===== src/rtl/uart_rxq_pkg.sv =====
package uart_rxq_pkg;

    localparam int RXQ_DATA_W = 8;

    typedef struct packed {
        logic                  brk;
        logic                  ferr;
        logic                  perr;
        logic [RXQ_DATA_W-1:0] data;
    } rxq_entry_t;

    typedef enum logic [1:0] {
        Q_EMPTY   = 2'd0,
        Q_PARTIAL = 2'd1,
        Q_FULL    = 2'd2
    } rxq_state_e;

    typedef enum logic [1:0] {
        TRIG_ONE     = 2'b00,
        TRIG_QUARTER = 2'b01,
        TRIG_HALF    = 2'b10,
        TRIG_NEAR    = 2'b11
    } rxq_trig_e;

    // fill level for each trigger code, scaled to the queue depth
    function automatic int trig_level(input logic [1:0] sel, input int depth);
        int lvl;
        unique case (rxq_trig_e'(sel))
            TRIG_ONE:     lvl = 1;
            TRIG_QUARTER: lvl = depth / 4;
            TRIG_HALF:    lvl = depth / 2;
            TRIG_NEAR:    lvl = depth - 2;
            default:      lvl = 1;
        endcase
        return lvl;
    endfunction

endpackage


===== src/rtl/rxq_ctrl.sv =====
module rxq_ctrl
    import uart_rxq_pkg::*;
#(
    parameter int DEPTH = 16,
    localparam int CNT_W = $clog2(DEPTH + 1)
) (
    input  logic             clk,
    input  logic             rst_n,
    input  logic             fifo_en,
    input  logic             rx_clear,
    input  logic             push_valid,
    input  logic             rd_pop,
    output logic             do_flush,
    output logic             do_write,
    output logic             do_pop,
    output logic [CNT_W-1:0] occ,
    output rxq_state_e       state,
    output logic             overrun
);

    rxq_state_e       state_nx;
    logic [CNT_W-1:0] occ_nx;
    logic [CNT_W-1:0] cap;
    logic             mode_q;
    logic             flush;
    logic             ovr_set;

    assign cap   = fifo_en ? CNT_W'(DEPTH) : CNT_W'(1);
    assign flush = rx_clear | (fifo_en ^ mode_q);

    // next-state and command logic
    always_comb begin
        do_flush = flush;
        do_write = 1'b0;
        do_pop   = 1'b0;
        ovr_set  = 1'b0;
        occ_nx   = occ;
        if (flush) begin
            // flush: a character completing now survives
            do_write = push_valid;
            occ_nx   = push_valid ? CNT_W'(1) : '0;
        end else begin
            unique case (state)
                Q_EMPTY: begin
                    // fill; a read here is ignored
                    do_write = push_valid;
                    occ_nx   = push_valid ? CNT_W'(1) : '0;
                end
                Q_PARTIAL: begin
                    // top-up or drain
                    do_write = push_valid;
                    do_pop   = rd_pop;
                    occ_nx   = occ + CNT_W'(push_valid) - CNT_W'(rd_pop);
                end
                Q_FULL: begin
                    // swap, drain, or drop with overrun
                    do_pop   = rd_pop | (push_valid & ~fifo_en);
                    do_write = push_valid & (rd_pop | ~fifo_en);
                    ovr_set  = push_valid & ~rd_pop;
                    occ_nx   = occ - CNT_W'(rd_pop & ~push_valid);
                end
                default: begin
                    occ_nx = '0;
                end
            endcase
        end
        if (occ_nx == '0)
            state_nx = Q_EMPTY;
        else if (occ_nx >= cap)
            state_nx = Q_FULL;
        else
            state_nx = Q_PARTIAL;
    end

    // state register
    always_ff @(posedge clk) begin
        if (!rst_n) begin
            state  <= Q_EMPTY;
            occ    <= '0;
            mode_q <= 1'b0;
        end else begin
            state  <= state_nx;
            occ    <= occ_nx;
            mode_q <= fifo_en;
        end
    end

    // registered outputs
    always_ff @(posedge clk) begin
        if (!rst_n)
            overrun <= 1'b0;
        else
            overrun <= ovr_set;
    end

endmodule


===== src/rtl/rxq_slots.sv =====
module rxq_slots
    import uart_rxq_pkg::*;
#(
    parameter int DEPTH = 16,
    localparam int PTR_W = $clog2(DEPTH)
) (
    input  logic       clk,
    input  logic       rst_n,
    input  logic       do_flush,
    input  logic       do_write,
    input  logic       do_pop,
    input  rxq_entry_t wr_entry,
    output rxq_entry_t head,
    output logic       err_any
);

    rxq_entry_t       slot_q  [DEPTH];
    logic             valid_q [DEPTH];
    logic [DEPTH-1:0] slot_err;
    logic [PTR_W-1:0] wr_ptr;
    logic [PTR_W-1:0] rd_ptr;
    logic [PTR_W-1:0] wr_addr;

    assign wr_addr = do_flush ? '0 : wr_ptr;

    for (genvar i = 0; i < DEPTH; i++) begin : g_slot
        logic wr_here;
        logic rd_here;
        assign wr_here = do_write && (wr_addr == PTR_W'(i));
        assign rd_here = do_pop && (rd_ptr == PTR_W'(i));

        always_ff @(posedge clk) begin
            if (!rst_n) begin
                valid_q[i] <= 1'b0;
                slot_q[i]  <= '0;
            end else begin
                if (wr_here)
                    slot_q[i] <= wr_entry;
                if (do_flush)
                    valid_q[i] <= wr_here;
                else if (wr_here)
                    valid_q[i] <= 1'b1;
                else if (rd_here)
                    valid_q[i] <= 1'b0;
            end
        end

        assign slot_err[i] = valid_q[i] &
                             (slot_q[i].perr | slot_q[i].ferr | slot_q[i].brk);
    end

    always_ff @(posedge clk) begin
        if (!rst_n) begin
            wr_ptr <= '0;
            rd_ptr <= '0;
        end else if (do_flush) begin
            wr_ptr <= do_write ? PTR_W'(1) : '0;
            rd_ptr <= '0;
        end else begin
            wr_ptr <= wr_ptr + PTR_W'(do_write);
            rd_ptr <= rd_ptr + PTR_W'(do_pop);
        end
    end

    assign head    = slot_q[rd_ptr];
    assign err_any = |slot_err;

endmodule


===== src/rtl/rxq_timer.sv =====
module rxq_timer #(
    parameter int TO_CHARS = 4,
    localparam int TCNT_W = $clog2(TO_CHARS + 1)
) (
    input  logic clk,
    input  logic rst_n,
    input  logic restart,
    input  logic char_tick,
    output logic timeout
);

    logic [TCNT_W-1:0] tcnt;

    always_ff @(posedge clk) begin
        if (!rst_n)
            tcnt <= '0;
        else if (restart)
            tcnt <= '0;
        else if (char_tick && tcnt != TCNT_W'(TO_CHARS))
            tcnt <= tcnt + TCNT_W'(1);
    end

    assign timeout = (tcnt == TCNT_W'(TO_CHARS));

endmodule


===== src/rtl/uart_rx_queue.sv =====
module uart_rx_queue
    import uart_rxq_pkg::*;
#(
    parameter int DEPTH    = 16,
    parameter int TO_CHARS = 4,
    localparam int CNT_W   = $clog2(DEPTH + 1)
) (
    input  logic                  clk,
    input  logic                  rst_n,
    input  logic                  fifo_en,
    input  logic                  rx_clear,
    input  logic [1:0]            trig_sel,
    input  logic                  push_valid,
    input  logic [RXQ_DATA_W-1:0] push_data,
    input  logic                  push_perr,
    input  logic                  push_ferr,
    input  logic                  push_brk,
    input  logic                  rd_pop,
    input  logic                  char_tick,
    output logic [RXQ_DATA_W-1:0] rd_data,
    output logic                  head_perr,
    output logic                  head_ferr,
    output logic                  head_brk,
    output logic                  data_ready,
    output logic                  trig_hit,
    output logic                  overrun,
    output logic                  err_any,
    output logic                  timeout
);

    rxq_state_e       state;
    logic [CNT_W-1:0] occ;
    logic             do_flush;
    logic             do_write;
    logic             do_pop;
    rxq_entry_t       wr_entry;
    rxq_entry_t       head;
    logic             tmr_restart;
    logic [CNT_W-1:0] level;

    assign wr_entry = '{brk: push_brk, ferr: push_ferr, perr: push_perr, data: push_data};

    rxq_ctrl #(.DEPTH(DEPTH)) u_ctrl (
        .clk        (clk),
        .rst_n      (rst_n),
        .fifo_en    (fifo_en),
        .rx_clear   (rx_clear),
        .push_valid (push_valid),
        .rd_pop     (rd_pop),
        .do_flush   (do_flush),
        .do_write   (do_write),
        .do_pop     (do_pop),
        .occ        (occ),
        .state      (state),
        .overrun    (overrun)
    );

    rxq_slots #(.DEPTH(DEPTH)) u_slots (
        .clk      (clk),
        .rst_n    (rst_n),
        .do_flush (do_flush),
        .do_write (do_write),
        .do_pop   (do_pop),
        .wr_entry (wr_entry),
        .head     (head),
        .err_any  (err_any)
    );

    assign tmr_restart = push_valid | rd_pop | do_flush | ~fifo_en | (state == Q_EMPTY);

    rxq_timer #(.TO_CHARS(TO_CHARS)) u_timer (
        .clk       (clk),
        .rst_n     (rst_n),
        .restart   (tmr_restart),
        .char_tick (char_tick),
        .timeout   (timeout)
    );

    assign data_ready = (state != Q_EMPTY);
    assign level      = CNT_W'(trig_level(trig_sel, DEPTH));
    assign trig_hit   = fifo_en ? (occ >= level) : data_ready;

    assign rd_data   = data_ready ? head.data : '0;
    assign head_perr = data_ready & head.perr;
    assign head_ferr = data_ready & head.ferr;
    assign head_brk  = data_ready & head.brk;

endmodule


===== config.mk =====
export PLATFORM = sky130hd
export DESIGN_NAME = uart_rx_queue
export DESIGN_NICKNAME = d
export VERILOG_FILES = /design/src/rtl/uart_rxq_pkg.sv /design/src/rtl/rxq_ctrl.sv /design/src/rtl/rxq_slots.sv /design/src/rtl/rxq_timer.sv /design/src/rtl/uart_rx_queue.sv
export SDC_FILE = /design/constraint.sdc
export NUM_CORES = 1
export LEC_CHECK = 0
export BUFFER_PORTS_ARGS = -buffer_cell sky130_fd_sc_hd__clkbuf_2
export CORE_MARGIN = 2
export CORE_UTILIZATION = 44
export CTS_CLUSTER_DIAMETER = 80
export CTS_CLUSTER_SIZE = 30
export DETAILED_ROUTE_END_ITERATION = 10
export PLACE_DENSITY = 0.63
export SLEW_MARGIN = 20
export SYNTH_ARGS = -nofsm -noshare
export SYNTH_HDL_FRONTEND = slang
export SYNTH_SLANG_ARGS = --single-unit
export TNS_END_PERCENT = 10

===== constraint.sdc =====
create_clock -name clk -period 5.2 [get_ports clk]
set_input_delay 1.04 -clock clk [delete_from_list [all_inputs] [get_ports clk]]
set_output_delay 1.04 -clock clk [all_outputs]
set_load 0.02 [all_outputs]

; After elaboration in Yosys (flattened, before gate mapping)
; Memories as Yosys holds them, arrays and structs flattened. A register that Yosys moved wholly into a read port is not among the register bits.
; Cells that the tools add are included.
[totals]
regBits = 20
n_memories = 2
elab_cells = 491
ramBits = 192
[mem_list]
columns = memory, words, word_bits, read_ports, rd_ports_with_merged_regs, write_ports, line_no
row1 = u_slots.slot_q, 16, 11, 17, 1, 16, rxq_slots.sv:17  ; rxq_entry_t slot_q [DEPTH];
row2 = u_slots.valid_q, 16, 1, 16, 0, 16, rxq_slots.sv:18  ; logic valid_q [DEPTH];
[classes]
mux = 260
n_reduce_logical = 45
n_lt_le_gt_ge = 2
eq_ne = 37
bitwise_logic = 132
addsub = 6
[op_table]
columns = cell, count
row1 = 2-to-1 mux 1 bit, 233
row2 = 2-to-1 mux 11 bit, 16
row3 = bitwise OR 1 bit, 103
row4 = equality test 4 bit (second input constant), 16
row5 = logical AND 1 bit, 33
row6 = equality test 4 x 3 -> 1 bit (second input constant), 8
row7 = bitwise AND 1 bit, 22
row8 = one-hot mux 5 bit (4 select lines), 1
row9 = equality test 4 x 2 -> 1 bit (second input constant), 4
row10 = OR reduction 16 bit, 1
row11 = one-hot mux 5 bit (3 select lines), 1
row12 = 2-to-1 mux 4 bit, 3
row13 = greater-or-equal comparator 5 bit, 2
row14 = 2-to-1 mux 5 bit, 2
row15 = adder 4 x 1 -> 4 bit, 2
row16 = equality test 4 x 1 -> 1 bit (second input constant), 2
row17 = logical NOT 4 bit, 2
row18 = 2-to-1 mux 8 bit, 1
row19 = OR reduction 2 bit, 4
row20 = equality test 2 bit (second input constant), 3
row21 = adder 5 x 1 -> 5 bit, 1
row22 = bitwise AND 1 x 5 -> 5 bit, 1
row23 = logical NOT 5 bit, 1
row24 = inverter 1 -> 5 bit, 1
row25 = other kinds (13), 19

; Longest topological paths before layout
[logic_depth]
word_depth = 12
ltp_mapped = 15
mapped_depth_nobuf = 15

; By module
; A second synthesis with hierarchy kept.
[hier_totals]
cells_unflattened = 802
area_unflattened_um2 = 10807.9
[modules_own_cells]
columns = module, n_inst, area_each_um2, cells_per_inst, seq_area_each_um2
row1 = rxq_slots, 1, 9502.9, 643, 5915.7
row2 = rxq_ctrl, 1, 898.4, 110, 180.2
row3 = uart_rx_queue, 1, 219.0, 31, 0.0
row4 = rxq_timer, 1, 187.7, 18, 60.1

; Least setup slack after synthesis
; No wires, ideal clock.
[synth_timing]
kind = input-to-reg
start = in fifo_en
end = mem u_slots.slot_q[15][0] (netlist name), enable pin
t_arrival_ns = 2.860
setup_slack_ns = 1.945
path_buffers = 1
path_stages = 6
cell_sequence = xor2_1 -> or2_1 -> buf_6 -> nor3_4 -> nand4_2 -> o21ai_0
[synth_lines]
columns = element, line_no
row1 = start: declaration, uart_rx_queue.sv:10  ; input logic fifo_en,
row2 = end: declaration, rxq_slots.sv:17

==> reports/metrics.sh <==
WORST_PATH_CLK_SLEW_NS=0.09
SYNTH_ENABLE_FLOP_CELLS=191
DOMINANTREGCELLSYNTH='sky130_fd_sc_hd__edfxtp_1'
FINCLKSKEW_NS=0.03006
GP_CONGESTION=0.8932
POSTSYNTH.ASYNCRESETSHARE_PCT=0
DRIVE_GT1_SHARE_PCT=17.03
DRT_PRE_ANTENNA_ITERS=5
KIND_OF_CRITICAL_PATH='reg2out'
CORE_REGION_AREA_MM2=0.02347
NUMBER_OF_GLOBAL_ROUTE_VIAS_BEFORE_REPAIR=6373
HOLD_END='u_timer.tcnt[2]$_SDFFE_PP0P_'
CTS_HOLD_BUFFERS=0
FP.DIEAREA_MM2=0.02512
DIODES=0
MAX-CLOCK-PATH-BUFFERS=3
TIMING.CRITICAL_PATH.BUF_INV=1
R2R.WORST_PATH.CELLS=7
CRITICAL_PATH.MAX_STAGE_DELAY_NS=0.99
DRC_MARKERS=0
RSZ_0062_RAISED_AFTER_GLOBAL_ROUTING='false'
CLOCKROOTBUFFER='sky130_fd_sc_hd__clkbuf_16'
POST_SYNTH_MAIN_AREA_CONTRIBUTORS='sky130_fd_sc_hd__edfxtp_1, sky130_fd_sc_hd__mux4_2, sky130_fd_sc_hd__and2_1, sky130_fd_sc_hd__dfxtp_1, sky130_fd_sc_hd__ha_1'
HOLD_PATH_STARTPOINT='u_timer.tcnt[2]$_SDFFE_PP0P_'
LAYOUT.NETS=823
DRT-INITIAL-DRC-COUNT=704
SYN-NUM-NETS=816
FLOORPLAN.DIE.HEIGHT_UM=158.5
WORST-ENDPOINT-REQUIRED_NS=4.16
POST-DP-HPWL_UM=17530
IO_PINS=36
FIRST_PASS_GRT_WIRE_LENGTH_UM=38780
ROUTED_VIA_DENSITY=5.629
SYN_INST=768
TNS_NS=0
REPORT.FINAL.SLEW_VIOL_COUNT=0
NETLIST.TOP_CELL.BY_AREA='sky130_fd_sc_hd__edfxtp_1'
DETAIL-ROUTE-ANTENNA-NETS=0
AREA_GROWTH_SYN_TO_LAYOUT_PCT=8.473
CP_NUM_CELLS=4
PER_INSTANCE_AVERAGE_AREA_AFTER_SYNTHESIS_UM2=13.67
TIMING.CRITICAL_PATH.MODE_CELL='sky130_fd_sc_hd__mux4_2'
CPMAXSTAGEDELAYCELL='sky130_fd_sc_hd__dfxtp_4'
FMAXACHIEVABLE_MHz=249.7
LARGEST_FANOUT_OF_ANY_NET_ON_THE_CRITICAL_PATH=49
POST_CTS_RESIZED=0
TIMING.CRITICAL_PATH.MAX_DELAY_FAMILY='multiplexers'
PLACEMENTROWS=56
POWER.STATIC_LEAKAGE_nW=4.244
MIN_PERIOD_NS=4.005
H-TREE-DEPTH=1
TIMING.CRITICAL_PATH.CELLS='mux4_2 > mux4_2 > and2_1 > clkbuf_2'
R2R-END='u_slots.slot_q[0][9]$_SDFFCE_PN0P_'
FLOORPLAN.INITIALDENSITY_PCT=44.73
HORIZ_DIE_DIM_UM=158.5
SETUP_VIOL=0
SYN_AREA_MM2=0.01050
ENDPOINT_KIND='output port'
CTS_SETUP_BUFFERS=0
TIMING.HOLD.WORST_PATH_DEPTH=2
TIMING_WORST_SLEW_PIN_VALUE_NS=1.060
TRITONCTS.NUM_BUFFERS=13
CRIT_ARRIVAL_NS=2.97
SETUP.REG_TO_REG.WORST_SLACK_NS=2.42
WL_PER_CELL_UM=22.80
CTS_TREE='done'
GRT_USAGE_PCT=20.97
SYNTH-SEQ-AREA-SHARE_PCT=58.63
PLACE.PORT_BUFFERS=35
R2R_START='u_ctrl.state[1]$_SDFF_PP0_'
CLOCK_NETWORK_LATENCY_TO_THE_LATER_PIN_OF_THE_WORST_SKEW_PAIR_NS=0.49
SYNTH.YOSYS.WARNINGS=0
FIN_CRIT_SH_PCT=77.02
ROUTED_WL_UM=25080
HOLD_VIOL_FINAL=0
MAX-CAP-VIOLATIONS=0
HOLD_WS_NS=0.5260
MAX-VDD-IR-DROP_V=0.0001593
SYNTH.TOP_CELL.AREA_SHARE_PCT=54.62
STATUS='finished clean'
STARTPOINT_TYPE='flop'
ANTENNA_FOUND_INITIAL=1
CELLPOWERDENSITY_mW_PER_MM2=298.3
NUMBER_OF_DISTINCT_LIBRARY_CELL_VARIANTS_IN_THE_GATE_LEVEL_NETLIST_AFTER_SYNTHESIS=56
ROUTED_VIAS=6192
OVERFLOW=0
MIN-DELAY-PATH-CLASS='reg2reg'
YS_FF_LATCH=212
WORST_MAX_SLEW_MARGIN_EXPRESSED_RELATIVE_TO_THE_LIMIT_PCT=29.27
NUMCLOCKSINKS=212
GRT_MAX_DEGREE=50
-- Yosys cell counts, types with 2 or more instances --
library cell / instances
sky130_fd_sc_hd__mux2i_1: 2
sky130_fd_sc_hd__nand3_1: 5
sky130_fd_sc_hd__a21oi_1: 15
sky130_fd_sc_hd__and2_1: 189
sky130_fd_sc_hd__nor3b_2: 3
sky130_fd_sc_hd__o31ai_1: 17
sky130_fd_sc_hd__buf_2: 18
sky130_fd_sc_hd__o21ai_0: 18
sky130_fd_sc_hd__edfxtp_1: 191
sky130_fd_sc_hd__mux4_2: 55
sky130_fd_sc_hd__nor4_1: 2
sky130_fd_sc_hd__o311ai_0: 3
sky130_fd_sc_hd__nand2_1: 38
sky130_fd_sc_hd__nor2_1: 36
sky130_fd_sc_hd__and3_1: 5
sky130_fd_sc_hd__xor2_1: 5
sky130_fd_sc_hd__xnor2_1: 5
sky130_fd_sc_hd__nor2b_1: 6
sky130_fd_sc_hd__inv_1: 26
sky130_fd_sc_hd__ha_1: 27
sky130_fd_sc_hd__a22oi_1: 3
sky130_fd_sc_hd__clkbuf_1: 27
sky130_fd_sc_hd__nand2b_1: 4
sky130_fd_sc_hd__or3_1: 2
sky130_fd_sc_hd__nand4b_2: 2
sky130_fd_sc_hd__and4b_1: 2
sky130_fd_sc_hd__o221ai_1: 2
sky130_fd_sc_hd__a31oi_1: 5
sky130_fd_sc_hd__nand4_1: 5
sky130_fd_sc_hd__buf_4: 3
sky130_fd_sc_hd__o21bai_1: 2
sky130_fd_sc_hd__dfxtp_1: 21
-- cell usage in the layout, fill, tap and decap left out, types with 19 or more instances in the layout --
master / instances
sky130_fd_sc_hd__nor2_1: 36
sky130_fd_sc_hd__nand2_1: 38
sky130_fd_sc_hd__mux4_2: 55
sky130_fd_sc_hd__and2_1: 189
sky130_fd_sc_hd__inv_1: 26
sky130_fd_sc_hd__ha_1: 27
sky130_fd_sc_hd__clkbuf_2: 35
sky130_fd_sc_hd__edfxtp_1: 191
sky130_fd_sc_hd__dfxtp_1: 19
-- registers in the layout, indices dropped and copies added (netlist names) --
| signal | count |
|---|---|
| u_ctrl.occ | 5 |
| u_ctrl.mode_q | 1 |
| u_timer.tcnt | 3 |
| u_slots.rd_ptr | 4 |
| u_ctrl.state | 2 |
| u_slots.slot_q | 176 |
| u_ctrl.overrun | 1 |
| u_slots.wr_ptr | 4 |
| u_slots.valid_q | 16 |
-- area by class of cell --
type / count / area, um2
Multi-Input combinational cell: 478 / 4010
Clock buffer: 13 / 325.3
Inverter: 28 / 105.1
Sequential cell: 212 / 6161
Clock inverter: 8 / 161.4
Tap cell: 319 / 399.1
Timing Repair Buffer: 42 / 227.7
Fill cell: 1996 / 12080
-- power breakdown --
group / switching, mW / internal (mW) / total [mW]
clock network: 0.625 / 0.598 / 1.22
registers: 0.0274 / 1.91 / 1.94
logic: 0.155 / 0.0819 / 0.237
total: 0.807 / 2.59 / 3.40
-- per-stage QoR --
| step | cells | area [um2] | worst slack [ns] | power (mW) | util, % |
|---|---|---|---|---|---|
| after floorplan | 768 | 10500 | 1.945 | 2.115 | - |
| after global placement | 1079 | 10900 | 1.638 | 2.207 | 46.45 |
| after detailed placement | 1079 | 10900 | 1.581 | 2.215 | 46.45 |
| after CTS | 1100 | 11390 | 1.123 | 3.422 | 48.52 |
| after global routing | 1100 | 11390 | 1.017 | 3.504 | 48.52 |
| final | 1100 | 11390 | 1.195 | 3.397 | 48.52 |
-- layer usage --
metal  GRT usage, %  share of wire (%)
met1          27.17                 41
met2          36.79                 50
met3          2.395                5.4
met4          7.121                3.6
met5              0                  0
-- tightest hold or removal path: stages, from the launching register on --
cell and delay (ns):
sky130_fd_sc_hd__dfxtp_1 0.35, sky130_fd_sc_hd__xor2_1 0.07, sky130_fd_sc_hd__nor2_1 0.07
-- how the worst max path moves through the flow --
stage / startpoint / end / slack, ns
global route: u_slots.rd_ptr[0]$_SDFF_PP0_ / head_brk / 1.02
CTS: u_slots.rd_ptr[0]$_SDFF_PP0_ / head_brk / 1.12
floorplan: fifo_en / u_slots.slot_q[15][0]$_SDFFCE_PN0P_ / 1.95
global placement: fifo_en / u_slots.slot_q[2][4]$_SDFFCE_PN0P_ / 1.64
finish: u_slots.rd_ptr[0]$_SDFF_PP0_ / head_brk / 1.19
detailed placement: fifo_en / u_slots.slot_q[2][5]$_SDFFCE_PN0P_ / 1.58
-- kinds of logic after synthesis --
group | synth area share, %
simple gates | 17.47
flops | 58.63
buf+inv | 3.182
compound gates | 4.493
mux | 11.99
fa+ha+maj | 3.408
xor+xnor | 0.8341
No activity file was read; power rests on OpenSTA's default activity.
